File: config.mk
export PLATFORM = sky130hd
export DESIGN_NAME = pgaddr_unit
export DESIGN_NICKNAME = d
export VERILOG_FILES = /design/src/rtl/pgaddr_pkg.sv /design/src/rtl/pgaddr_regs.sv /design/src/rtl/pgaddr_compose.sv /design/src/rtl/pgaddr_decode.sv /design/src/rtl/pgaddr_unit.sv
export SDC_FILE = /design/constraint.sdc
export NUM_CORES = 1
export LEC_CHECK = 0
export ABC_AREA = 0
export BUFFER_PORTS_ARGS = -buffer_cell sky130_fd_sc_hd__clkbuf_2
export CAP_MARGIN = 0
export CORE_ASPECT_RATIO = 0.7
export CORE_MARGIN = 4
export CORE_UTILIZATION = 35
export DETAILED_ROUTE_END_ITERATION = 10
export PLACE_DENSITY_LB_ADDON = 0.1
export SYNTH_ARGS = -nofsm -noshare
export SYNTH_HDL_FRONTEND = slang
export SYNTH_HIERARCHICAL = 1
export SYNTH_SLANG_ARGS = --single-unit
File: constraint.sdc
create_clock -name clk -period 7.6 [get_ports clk]
set_clock_uncertainty 0.2 [all_clocks]
set_input_delay 0.76 -clock clk [delete_from_list [all_inputs] [get_ports clk]]
set_output_delay 0.76 -clock clk [all_outputs]
set_load 0.005 [all_outputs]
File: src/rtl/pgaddr_pkg.sv
package pgaddr_pkg;
    typedef enum logic [1:0] {
        ST_IDLE   = 2'd0,
        ST_DATA   = 2'd1,
        ST_BRANCH = 2'd2,
        ST_IO     = 2'd3
    } pg_state_e;

    localparam int CFG_BRANCH    = 4;
    localparam int CFG_IO        = 5;
    localparam int CFG_BANK_BASE = 8;
endpackage

File: src/rtl/pgaddr_regs.sv
module pgaddr_regs
    import pgaddr_pkg::*;
#(
    parameter int PAGE_W   = 8,
    parameter int NUM_DAG  = 2,
    parameter int NUM_BANK = 4,
    parameter int CFG_AW   = 4
) (
    input  logic                               clk,
    input  logic                               rst_n,
    input  logic                               cfg_we,
    input  logic [CFG_AW-1:0]                  cfg_addr,
    input  logic [PAGE_W-1:0]                  cfg_wdata,
    output logic [NUM_DAG-1:0][PAGE_W-1:0]     dpage,
    output logic [PAGE_W-1:0]                  bpage,
    output logic [PAGE_W-1:0]                  iopage,
    output logic [NUM_BANK-1:0][PAGE_W-1:0]    bstart
);
    localparam int PAGES_PER_BANK = (2 ** PAGE_W) / NUM_BANK;

    for (genvar g = 0; g < NUM_DAG; g++) begin : g_dpage
        always_ff @(posedge clk or negedge rst_n) begin
            if (!rst_n)
                dpage[g] <= '0;
            else if (cfg_we && cfg_addr == CFG_AW'(g))
                dpage[g] <= cfg_wdata;
        end
    end

    always_ff @(posedge clk or negedge rst_n) begin
        if (!rst_n)
            bpage <= '0;
        else if (cfg_we && cfg_addr == CFG_AW'(CFG_BRANCH))
            bpage <= cfg_wdata;
    end

    always_ff @(posedge clk or negedge rst_n) begin
        if (!rst_n)
            iopage <= '0;
        else if (cfg_we && cfg_addr == CFG_AW'(CFG_IO))
            iopage <= cfg_wdata;
    end

    for (genvar g = 0; g < NUM_BANK; g++) begin : g_bstart
        localparam logic [PAGE_W-1:0] RST_START =
            (g == 0) ? PAGE_W'(1) : PAGE_W'(g * PAGES_PER_BANK);
        always_ff @(posedge clk or negedge rst_n) begin
            if (!rst_n)
                bstart[g] <= RST_START;
            else if (cfg_we && cfg_addr == CFG_AW'(CFG_BANK_BASE + g))
                bstart[g] <= cfg_wdata;
        end
    end
endmodule

File: src/rtl/pgaddr_compose.sv
module pgaddr_compose
    import pgaddr_pkg::*;
#(
    parameter int PAGE_W  = 8,
    parameter int OFS_W   = 16,
    parameter int IMM_W   = 10,
    parameter int NUM_DAG = 2,
    parameter int DSEL_W  = 1,
    localparam int ADDR_W = PAGE_W + OFS_W
) (
    input  pg_state_e                       kind,
    input  logic [NUM_DAG-1:0][PAGE_W-1:0]  dpage,
    input  logic [PAGE_W-1:0]               bpage,
    input  logic [PAGE_W-1:0]               iopage,
    input  logic [DSEL_W-1:0]               d_sel,
    input  logic [OFS_W-1:0]                d_index,
    input  logic [OFS_W-1:0]                b_value,
    input  logic [IMM_W-1:0]                io_imm,
    output logic [ADDR_W-1:0]               addr
);
    always_comb begin
        unique case (kind)
            ST_DATA:   addr = {dpage[d_sel], d_index};
            ST_BRANCH: addr = {bpage, b_value};
            ST_IO:     addr = ADDR_W'({iopage, io_imm});
            default:   addr = '0;
        endcase
    end
endmodule

File: src/rtl/pgaddr_decode.sv
module pgaddr_decode
    import pgaddr_pkg::*;
#(
    parameter int PAGE_W        = 8,
    parameter int OFS_W         = 16,
    parameter int IMM_W         = 10,
    parameter int NUM_BANK      = 4,
    parameter int ONCHIP_LIMIT  = 8192,
    localparam int ADDR_W = PAGE_W + OFS_W,
    localparam int IO_W   = PAGE_W + IMM_W
) (
    input  pg_state_e                       kind,
    input  logic [ADDR_W-1:0]               addr,
    input  logic [NUM_BANK-1:0][PAGE_W-1:0] bstart,
    output logic                            sel_int,
    output logic                            sel_boot,
    output logic [NUM_BANK-1:0]             sel_bank,
    output logic                            sel_io,
    output logic                            io_onchip
);
    localparam logic [PAGE_W-1:0] BOOT_PAGE = '1;

    logic [PAGE_W-1:0]   page;
    logic [NUM_BANK-1:0] ge;
    logic [NUM_BANK-1:0] hit;
    logic                mem_kind;
    logic                edge_page;

    assign page      = addr[ADDR_W-1:OFS_W];
    assign mem_kind  = (kind == ST_DATA) || (kind == ST_BRANCH);
    assign edge_page = (page == '0) || (page == BOOT_PAGE);

    for (genvar i = 0; i < NUM_BANK; i++) begin : g_match
        assign ge[i] = (page >= bstart[i]);
        if (i == NUM_BANK - 1) begin : g_top
            assign hit[i] = ge[i];
        end else begin : g_low
            assign hit[i] = ge[i] && !(|ge[NUM_BANK-1:i+1]);
        end
    end

    always_comb begin
        sel_int   = 1'b0;
        sel_boot  = 1'b0;
        sel_bank  = '0;
        sel_io    = 1'b0;
        io_onchip = 1'b0;
        if (mem_kind) begin
            if (page == BOOT_PAGE)
                sel_boot = 1'b1;
            else if (edge_page || !(|ge))
                sel_int = 1'b1;
            else
                sel_bank = hit;
        end else if (kind == ST_IO) begin
            sel_io    = 1'b1;
            io_onchip = (addr[IO_W-1:0] < IO_W'(ONCHIP_LIMIT));
        end
    end
endmodule

File: src/rtl/pgaddr_unit.sv
module pgaddr_unit
    import pgaddr_pkg::*;
#(
    parameter int PAGE_W       = 8,
    parameter int OFS_W        = 16,
    parameter int IMM_W        = 10,
    parameter int NUM_DAG      = 2,
    parameter int NUM_BANK     = 4,
    parameter int CFG_AW       = 4,
    parameter int ONCHIP_LIMIT = 8192,
    localparam int ADDR_W = PAGE_W + OFS_W,
    localparam int DSEL_W = (NUM_DAG > 1) ? $clog2(NUM_DAG) : 1
) (
    input  logic                 clk,
    input  logic                 rst_n,
    input  logic                 cfg_we,
    input  logic [CFG_AW-1:0]    cfg_addr,
    input  logic [PAGE_W-1:0]    cfg_wdata,
    input  logic                 d_req,
    input  logic [DSEL_W-1:0]    d_sel,
    input  logic [OFS_W-1:0]     d_index,
    input  logic                 b_req,
    input  logic [OFS_W-1:0]     b_value,
    input  logic                 io_req,
    input  logic [IMM_W-1:0]     io_imm,
    output logic                 out_valid,
    output logic [ADDR_W-1:0]    out_addr,
    output logic                 sel_int,
    output logic                 sel_boot,
    output logic [NUM_BANK-1:0]  sel_bank,
    output logic                 sel_io,
    output logic                 io_onchip
);
    pg_state_e state_q, state_d;

    logic [NUM_DAG-1:0][PAGE_W-1:0]  dpage;
    logic [PAGE_W-1:0]               bpage;
    logic [PAGE_W-1:0]               iopage;
    logic [NUM_BANK-1:0][PAGE_W-1:0] bstart;
    logic [ADDR_W-1:0]               addr_d;
    logic                            int_d, boot_d, io_d, onchip_d;
    logic [NUM_BANK-1:0]             bank_d;

    pgaddr_regs #(
        .PAGE_W(PAGE_W), .NUM_DAG(NUM_DAG), .NUM_BANK(NUM_BANK), .CFG_AW(CFG_AW)
    ) u_regs (
        .clk(clk), .rst_n(rst_n), .cfg_we(cfg_we), .cfg_addr(cfg_addr),
        .cfg_wdata(cfg_wdata), .dpage(dpage), .bpage(bpage),
        .iopage(iopage), .bstart(bstart)
    );

    // Next state: highest-priority request present this cycle
    always_comb begin
        if (d_req)
            state_d = ST_DATA;
        else if (b_req)
            state_d = ST_BRANCH;
        else if (io_req)
            state_d = ST_IO;
        else
            state_d = ST_IDLE;
    end

    pgaddr_compose #(
        .PAGE_W(PAGE_W), .OFS_W(OFS_W), .IMM_W(IMM_W),
        .NUM_DAG(NUM_DAG), .DSEL_W(DSEL_W)
    ) u_compose (
        .kind(state_d), .dpage(dpage), .bpage(bpage), .iopage(iopage),
        .d_sel(d_sel), .d_index(d_index), .b_value(b_value),
        .io_imm(io_imm), .addr(addr_d)
    );

    pgaddr_decode #(
        .PAGE_W(PAGE_W), .OFS_W(OFS_W), .IMM_W(IMM_W),
        .NUM_BANK(NUM_BANK), .ONCHIP_LIMIT(ONCHIP_LIMIT)
    ) u_decode (
        .kind(state_d), .addr(addr_d), .bstart(bstart),
        .sel_int(int_d), .sel_boot(boot_d), .sel_bank(bank_d),
        .sel_io(io_d), .io_onchip(onchip_d)
    );

    // State register
    always_ff @(posedge clk or negedge rst_n) begin
        if (!rst_n)
            state_q <= ST_IDLE;
        else
            state_q <= state_d;
    end

    // Output registers
    always_ff @(posedge clk or negedge rst_n) begin
        if (!rst_n) begin
            out_addr  <= '0;
            sel_int   <= 1'b0;
            sel_boot  <= 1'b0;
            sel_bank  <= '0;
            sel_io    <= 1'b0;
            io_onchip <= 1'b0;
        end else begin
            out_addr  <= addr_d;
            sel_int   <= int_d;
            sel_boot  <= boot_d;
            sel_bank  <= bank_d;
            sel_io    <= io_d;
            io_onchip <= onchip_d;
        end
    end

    assign out_valid = (state_q != ST_IDLE);
endmodule

==> results_dict.tcl, run 1 <==
set metrics [dict create \
    syn2layout_area_growth_pct 19.9 \
    core_area_um2 13300 \
    cts_tree "yes" \
    die_y_um 106 \
    cts_htree_levels 3 \
    status "finished, final reports clean" \
    diodes 0 \
    yosysSeqAreaShare 0.510 \
    tightest_slew_ns 0.912 \
    drc 0 \
    nets 557 \
    clockRootBuffer "clkbuf_16" \
    first_pass_iters 4 \
    final.setup.tns_ns 0 \
    arrival_ns 4.34 \
    p_leak_nw 2.88 \
    clkLatencyLatePin_ns 0.34 \
    min_period_ns 4.28 \
    grt_max_degree 72 \
    synth_compound_area_frac 0.0892 \
    drtAntennaViolNets 0 \
    io_pins 94 \
    synth-xor-area-share 0 \
    avgSynthCellArea_um2 13.1 \
    yosys.area_share.simple 0.0630 \
    synth_top_family_by_area "multiplexers" \
    ir_drop_v 0.000118 \
    ys_top_cells_by_area "dfrtp_1, mux2_2, ha_1" \
    synthMuxAreaShare 0.210 \
    yosys_warnings 6 \
    cts_setup_buffers 0 \
    grt_pass1_vias 3343 \
    crit_path_end_kind "register" \
    grt_usage 0.153 \
    maxCapViolCount 0 \
    clkTransAtPathRegs_ns 0.07 \
    drtIter0Drc 105 \
    die_area_um2 15800 \
    syn_nets 463 \
    hold_viol 0 \
    yosys_register_bits 98 \
    max_freq_mhz 234 \
    synth_top_area_cell "dfrtp_1" \
    synthDistinctLibCells 42 \
    netlist_top_cells_count "dfrtp_1, mux2_2, ha_1" \
    initial_utilization 0.362 \
    cts_buffer_depth 2 \
    syn_inst 368 \
    holdCritPathClass "primary input to async pin" \
    route.vias.total 3202 \
    synth_ff_type "dfrtp_1" \
    vias_per_cell 4.91 \
    hold_slack_ns 0.125 \
    globalRouteOverflowTotal 0 \
    relSlewSlack 0.392 \
    netlist_area_um2 4820 \
    setup_viol 0 \
    wl_per_cell_um 17.9 \
    synth_top_area_share 0.482 \
    slew_violations 0 \
    yosysMostFrequentCell "dfrtp_1" \
    drive_gt1_frac 0.433 \
    wl_mm 11.7 \
    antenna_found_initial 0 \
    fp.dieW_um 148 \
    grt_pass1_wl_mm 18.7 \
    synth_edf_count 0 \
    crit_path_start_kind "primary input" \
    crit_type "primary input to register" \
    power_density_nw_per_um2 269 \
    cts.repair.resized 0 \
    required_ns 7.66 \
    rows 35 \
    synthAdderAreaFrac 0.0882 \
    rsz0062_at_grt "false" \
    dp_hpwl_mm 8.51 \
    gp_congestion 0.752 \
    finalCritPeriodShare 0.563 \
    async_flop_share 1.00 \
    worstPathMaxFanout 25 \
    numClockSinks 98 \
    numCtsBuffers 9 \
    ctsHoldBuffers 0 \
    io_buffers 93 \
]
## cells by family (layout without fill, tap and decap cells)
group / after synthesis / after routing
DFF: 98 / 98
muxes: 88 / 88
AOI/OAI and AO/OA: 52 / 52
and+or+nand+nor: 52 / 52
buffers and inverters: 44 / 143
adders and majority gates: 34 / 34
## critical path, stage by stage
cell	delay [ns]
clkbuf_2	0.09
inv_1	0.05
a21o_1	0.68
nand2b_1	0.39
o211ai_1	0.48
inv_1	0.19
ha_1	0.31
nand2b_4	0.15
a2111oi_4	0.36
a2111oi_2	0.09
a2111oi_4	0.44
nand4_1	0.16
a21oi_1	0.18
## path summary, 6_finish.rpt
kind                                  start          endpoint  slack (ns)  depth (start not counted)
min in group clk           u_regs/dpage[11]  u_regs/dpage[11]        0.30                          1
min reg2reg                u_regs/dpage[11]  u_regs/dpage[11]        0.30                          1
max                                   b_req           sel_int        3.32                         13
max in group asynchronous             rst_n   u_regs/bpage[3]        5.83                          2
min                                   rst_n  u_regs/bstart[6]        0.13                          1
max reg2reg                 u_regs/dpage[8]           sel_int        4.53                         10
## sequential cells by signal, summed over array words and instances (netlist names)
name,count
io_onchip,1
out_addr,24
sel_bank,4
sel_boot,1
sel_int,1
sel_io,1
state_q,2
u_regs/bpage,8
u_regs/bstart,32
u_regs/dpage,16
u_regs/iopage,8
## layout make-up
cell class	count	area (um2)
Tap cell	185	231
Clock inverter	6	73.8
Sequential cell	98	2460
Timing Repair Buffer	95	483
Multi-Input combinational cell	226	2180
Clock buffer	10	239
Inverter	32	120
Fill cell	1297	7530
## report_power, final
group          internal [W]  switching, W  leakage, nW
sequential         0.000629     0.0000507         1.21
combinational      0.000199      0.000197         1.52
clock              0.000269      0.000209        0.147
## cells in the final DEF (no fill, tap or decap), types with 2 or more instances in the layout
cell | netlist | final
dfrtp_1 | 93 | 93
clkbuf_2 | 0 | 92
mux2_2 | 69 | 69
ha_1 | 34 | 34
inv_1 | 32 | 32
a22o_1 | 16 | 16
nand2_1 | 10 | 10
clkbuf_16 | 0 | 9
mux2_4 | 9 | 9
a21oi_1 | 9 | 9
mux2i_1 | 8 | 8
nor2_1 | 7 | 6
nand2b_1 | 6 | 6
o2bb2ai_1 | 6 | 6
a21o_1 | 5 | 5
nand3_1 | 5 | 5
o21ai_0 | 5 | 5
dfstp_2 | 5 | 5
buf_4 | 1 | 3
nand3b_1 | 3 | 3
o211ai_1 | 3 | 3
nor4_1 | 3 | 3
nand4_1 | 3 | 3
nor2_2 | 1 | 2
clkinvlp_4 | 0 | 2
a31oi_1 | 2 | 2
a41oi_1 | 2 | 2
a2111oi_4 | 2 | 2
and3_1 | 2 | 2
nor2b_1 | 2 | 2
mux2_1 | 2 | 2
and3b_1 | 2 | 2
## metal layers
layer | vias to the layer above | wire length [um] | global-route usage
met5 | - | 0 | 0
li1 | 1517 | - | -
met4 | 0 | 102 | 0.0336
met1 | 1627 | 6020 | 0.233
met3 | 9 | 482 | 0.0349
met2 | 49 | 5040 | 0.219
## per-stage QoR
stage	power, W	worst slack, ns	instances	instance area [um2]	util
2_1_floorplan	0.000949	4.07	368	4820	-
3_3_place_gp	0.00108	3.25	636	5470	0.411
3_5_place_dp	0.00109	2.95	636	5470	0.411
4_1_cts	0.00158	3.30	652	5780	0.434
5_1_grt	0.00166	2.82	652	5780	0.434
6_report	0.00155	3.32	652	5780	0.434
Power figures use the tool's default switching activity.
==> inputs of run 2 (changes only) <==
==> constraint.sdc (replaced) <==
create_clock -name clk -period 3.9 [get_ports clk]
set_clock_uncertainty 0.2 [all_clocks]
set_input_delay 0.39 -clock clk [delete_from_list [all_inputs] [get_ports clk]]
set_output_delay 0.39 -clock clk [all_outputs]
set_load 0.005 [all_outputs]
==> run 2 against run 1 <==
  * Clock power is 100% higher
  * Cell area is 1.5% higher
  * Combinational power is 97% higher
  * Hold slack worse by 0.054 ns
  * Final cell count is 1.4% higher
  * Via count is 0.44% lower
  * Worst setup slack worse by 2.5 ns
  * Critical path type unchanged
  * Highest routed layer unchanged
==> results_dict.tcl, run 2 (synthesis results as in run 1) <==
set metrics [dict create \
    finalCritPeriodShare 0.802 \
    status "finished, final reports clean" \
    vias_per_cell 4.82 \
    crit_type "primary input to register" \
    clockRootBuffer "clkbuf_16" \
    required_ns 3.96 \
    crit_chain "clkbuf_2, inv_1, a21o_1, buf_4, nand3_1, o211ai_1, inv_1, ha_1, nand2b_4, a2111oi_4, a2111oi_2, a2111oi_4, nand4_1, a21oi_1" \
    core_area_um2 13300 \
    route.vias.total 3188 \
    tightest_slew_ns 0.865 \
    slowest_delay_ns 0.45 \
    grt_usage 0.151 \
    wl_mm 11.4 \
    fp.dieW_um 148 \
    globalRouteOverflowTotal 0 \
    top_regs "u_regs/bstart (32), out_addr (24), u_regs/dpage (16)" \
    initial_utilization 0.362 \
    maxCapViolCount 0 \
    nets 566 \
    clkLatencyLatePin_ns 0.34 \
    min_period_ns 3.13 \
    relSlewSlack 0.422 \
    largest_register "u_regs/bstart" \
    syn2layout_area_growth_pct 21.6 \
    layout.cells.non_filler 661 \
    layout_commonest_cell "dfrtp_1" \
    clkTransAtPathRegs_ns 0.07 \
    die_y_um 106 \
    final.setup.tns_ns 0 \
    first_pass_iters 4 \
    ir_drop_v 0.000249 \
    holdCritPathClass "primary input to register" \
    grt_pass1_vias 3271 \
    p_leak_nw 2.93 \
    cts_buffer_depth 2 \
    die_area_um2 15800 \
    worstPathMaxFanout 16 \
    cts.repair.resized 0 \
    numCtsBuffers 9 \
    drtIter0Drc 102 \
    place_inst 644 \
    rows 35 \
    arrival_ns 3.19 \
    drc 0 \
    largest_reg_flops 32 \
    grt_max_degree 37 \
    cts_tree "yes" \
    layout_common_cells "dfrtp_1, clkbuf_2, mux2_2" \
    cp_slowest_cell "a2111oi_4" \
    io_buffers 93 \
    fillCellCount 1292 \
    cts_htree_levels 3 \
    grt_pass1_wl_mm 18.5 \
    gp_congestion 0.736 \
    max_freq_mhz 320 \
    io_pins 94 \
    crit_path_end_kind "register" \
    setup_viol 0 \
    rsz0062_at_grt "false" \
    slew_violations 0 \
    antenna_found_initial 0 \
    numClockSinks 98 \
    drtAntennaViolNets 0 \
    diodes 0 \
    wl_per_cell_um 17.3 \
    dp_hpwl_mm 8.68 \
    drive_gt1_frac 0.439 \
    power_density_nw_per_um2 524 \
    hold_viol 0 \
    crit_path_start_kind "primary input" \
]
run 2: final timing paths:
check / startpoint / end / slack (ns) / cells past startpoint
hold / removal: b_value[11] / out_addr[11] / 0.07 / 2
max in group asynchronous: rst_n / u_regs/bstart[31] / 2.31 / 3
hold reg to reg: u_regs/bstart[19] / u_regs/bstart[19] / 0.29 / 1
setup reg to reg: u_regs/dpage[0] / sel_int / 0.85 / 10
setup / recovery: b_req / sel_int / 0.77 / 14
min in group asynchronous: rst_n / u_regs/bstart[5] / 0.35 / 2
run 2: cell type report:
class	instances	area, um2	share of cell area
Sequential cell	98	2460	0.419
Multi-Input combinational cell	226	2180	0.371
Timing Repair Buffer	104	553	0.0942
Clock buffer	11	243	0.0414
Tap cell	185	231	0.0394
Inverter	32	120	0.0205
Clock inverter	5	85.1	0.0145
run 2: worst max-delay path: cells and delay by family:
kind	cells	cell delay (ns)
AO/OA/AOI/OAI	6	1.48
buffers and inverters	4	0.59
AND/OR/NAND/NOR	3	0.42
adder cells (fa/ha/maj)	1	0.32
run 2: what timing repair did:
item,in CTS,in global routing
buffers inserted,0,0
hold buffers,1,0
hold endpoints to repair,32,0
run 2: where the power goes:
part	leakage, nW	internal (W)	switching, W
registers	1.21	0.00123	0.0000946
logic	1.57	0.000396	0.000385
clock network	0.156	0.000584	0.000389
run 2: routing by layer:
metal  routed length, um  GRT usage  vias to the layer above  part of all wire
met4                  70     0.0316                        0            0.0061
met1                6140      0.233                     1584              0.54
met5                   0          0                        -                 0
met3                 425     0.0362                        8             0.037
met2                4810      0.215                       52              0.42
li1                    -          -                     1544                 -
run 2: through the flow:
stage | hold slack, ns | total power (W) | worst slack (ns) | util | instance area [um2]
after global routing | 0.0633 | 0.00328 | 0.620 | 0.441 | 5870
after global placement | 0.173 | 0.00211 | 0.534 | 0.415 | 5530
after detailed placement | 0.177 | 0.00213 | 0.442 | 0.415 | 5530
final | 0.0713 | 0.00307 | 0.771 | 0.441 | 5870
after floorplan | -0.106 | 0.00185 | 0.739 | - | 4820
after CTS | 0.0606 | 0.00312 | 0.794 | 0.441 | 5870
==> inputs of run 3 (changes only) <==
==> constraint.sdc (replaced) <==
create_clock -name clk -period 3.1 [get_ports clk]
set_clock_uncertainty 0.2 [all_clocks]
set_input_delay 0.31 -clock clk [delete_from_list [all_inputs] [get_ports clk]]
set_output_delay 0.31 -clock clk [all_outputs]
set_load 0.005 [all_outputs]
==> run 3 against run 2 <==
  * Worst setup slack got worse by 0.43 ns
  * Sequential share of layout area fell by 1.3 points
  * First-iteration DRC count rose by 48%
  * Sequential power rose by 26%
  * Final cell count rose by 3.2%
  * Clock-buffer cell count did not move
  * Critical path type is now register to register
  * Critical endpoint unchanged
==> results_dict.tcl, run 3 (synthesis results as in run 1) <==
set metrics [dict create \
    drtAntennaViolNets 0 \
    route.vias.total 3273 \
    rows 35 \
    route.met2.wl_mm 4.99 \
    fp.dieW_um 148 \
    status "finished, final reports clean" \
    rsz0062_at_grt "false" \
    cts_setup_buffers 0 \
    die_area_um2 15800 \
    crit_path_start_kind "register" \
    fillCellCount 1242 \
    grt_pass1_vias 3380 \
    seq_area_um2 2460 \
    maxCapViolCount 0 \
    first_pass_iters 4 \
    slew_violations 0 \
    crit_path_end_kind "register" \
    antenna_found_initial 0 \
    p_leak_nw 3.02 \
    crit_top_cell "a2111oi_4" \
    clkTransAtPathRegs_ns 0.07 \
    wl_met1_mm 6.29 \
    crit_type "register to register" \
    grt_max_degree 53 \
    gp_congestion 0.786 \
    setup_viol 0 \
    initial_utilization 0.362 \
    top_regs "u_regs/bstart (32), out_addr (24), u_regs/dpage (16)" \
    numClockSinks 98 \
    core_area_um2 13300 \
    io_pins 94 \
    vias_per_cell 4.80 \
    globalRouteOverflowTotal 0 \
    power_w 0.00385 \
    crit_chain "mux2i_1, o211ai_1, inv_1, ha_1, nand2b_4, a2111oi_4, a2111oi_2, a2111oi_4, nand4_1, a21oi_1" \
    max_freq_mhz 363 \
    required_ns 3.16 \
    slowest_delay_ns 0.43 \
    r2r-end "sel_int" \
    grt_pass1_wl_mm 18.9 \
    highest_layer "met4" \
    ir_drop_v 0.000315 \
    hp-start "b_value[11]" \
    wl_mm 11.8 \
    io_buffers 93 \
    numCtsBuffers 9 \
    cts_htree_levels 3 \
    clockRootBuffer "clkbuf_16" \
    hold_viol 0 \
    nets 587 \
    r2r_cells 10 \
    layout_common_cells "dfrtp_1, clkbuf_2, mux2_2" \
    drive_gt1_frac 0.441 \
    crit_family "compound AO/OA/AOI/OAI gates" \
    syn2layout_area_growth_pct 25.5 \
    r2r_slack_ns 0.34 \
    hold_path_depth 2 \
    largest_register "u_regs/bstart" \
    power_density_nw_per_um2 636 \
    multi_input_comb_area_um2 2180 \
    tightest_slew_ns 0.633 \
    worstPathMaxFanout 3 \
    final.setup.tns_ns 0 \
    utilization 0.455 \
    layout_commonest_cell "dfrtp_1" \
    crit_buf_inv 1 \
    setup.worst_path.start "u_regs/dpage[8]" \
    holdCritPathClass "primary input to register" \
    min_period_ns 2.76 \
    die_y_um 106 \
    wl_met3_um 437 \
    grt_usage 0.155 \
    finalCritPeriodShare 0.889 \
    drtIter0Drc 151 \
    wl_per_cell_um 17.3 \
    r2r_start "u_regs/dpage[8]" \
    relSlewSlack 0.578 \
    largest_reg_flops 32 \
    hold_slack_ns 0.0168 \
    drc 0 \
    diodes 0 \
    cts_tree "yes" \
    cts_buffer_depth 2 \
    cp_slowest_cell "a2111oi_4" \
    cts.repair.resized 0 \
    arrival_ns 2.82 \
    clkLatencyLatePin_ns 0.33 \
    dp_hpwl_mm 8.92 \
    min_to "out_addr[11]" \
]
-- run 3: cell count changes in the layout (fill, tap and decap cells not counted) --
cell / delta
buf_12: +2
buf_4: +8
bufinv_16: -1
clkinvlp_4: +1
dlygate4sd3_1: +11
-- run 3: how the worst max path moves through the flow --
| stage | to | slack, ns | cells past startpoint |
|---|---|---|---|
| global placement | sel_bank[2] | 0.13 | 14 |
| global route | sel_int | 0.11 | 13 |
| floorplan | sel_bank[0] | 0.02 | 13 |
| finish | sel_int | 0.34 | 10 |
| detailed placement | sel_int | 0.04 | 13 |
| CTS | sel_int | 0.31 | 10 |
-- run 3: area by class of cell --
class | count | area share
flip-flops and latches | 98 | 0.406
multi-input cells | 226 | 0.360
repair buffers | 125 | 0.126
clock buffers | 11 | 0.0401
well taps | 185 | 0.0382
inverters | 32 | 0.0198
clock inverters | 5 | 0.0103
-- run 3: report_power, final --
part,switching (W),total (W),internal (W)
Clock,0.000485,0.00114,0.000653
Combinational,0.000500,0.00105,0.000551
Sequential,0.000122,0.00166,0.00154
Total,0.00111,0.00385,0.00275
-- run 3: repair_timing --
action / CTS / global route
hold buffers: 12 / 0
endpoints found under the setup margin: 0 / 0
hold endpoints to repair: 54 / 0
-- run 3: metal layers --
metal,vias to the layer above,GRT usage
li1,1575,-
met1,1641,0.239
met2,53,0.219
met3,4,0.0366
met4,0,0.0343
met5,-,0
-- run 3: metrics by stage --
stage / instance area [um2] / setup slack [ns] / std cells
finish: 6060 / 0.343 / 682
global route: 6060 / 0.112 / 682
CTS: 6060 / 0.308 / 682
detailed placement: 5630 / 0.0372 / 654
global placement: 5630 / 0.128 / 654
floorplan: 4820 / 0.0187 / 368
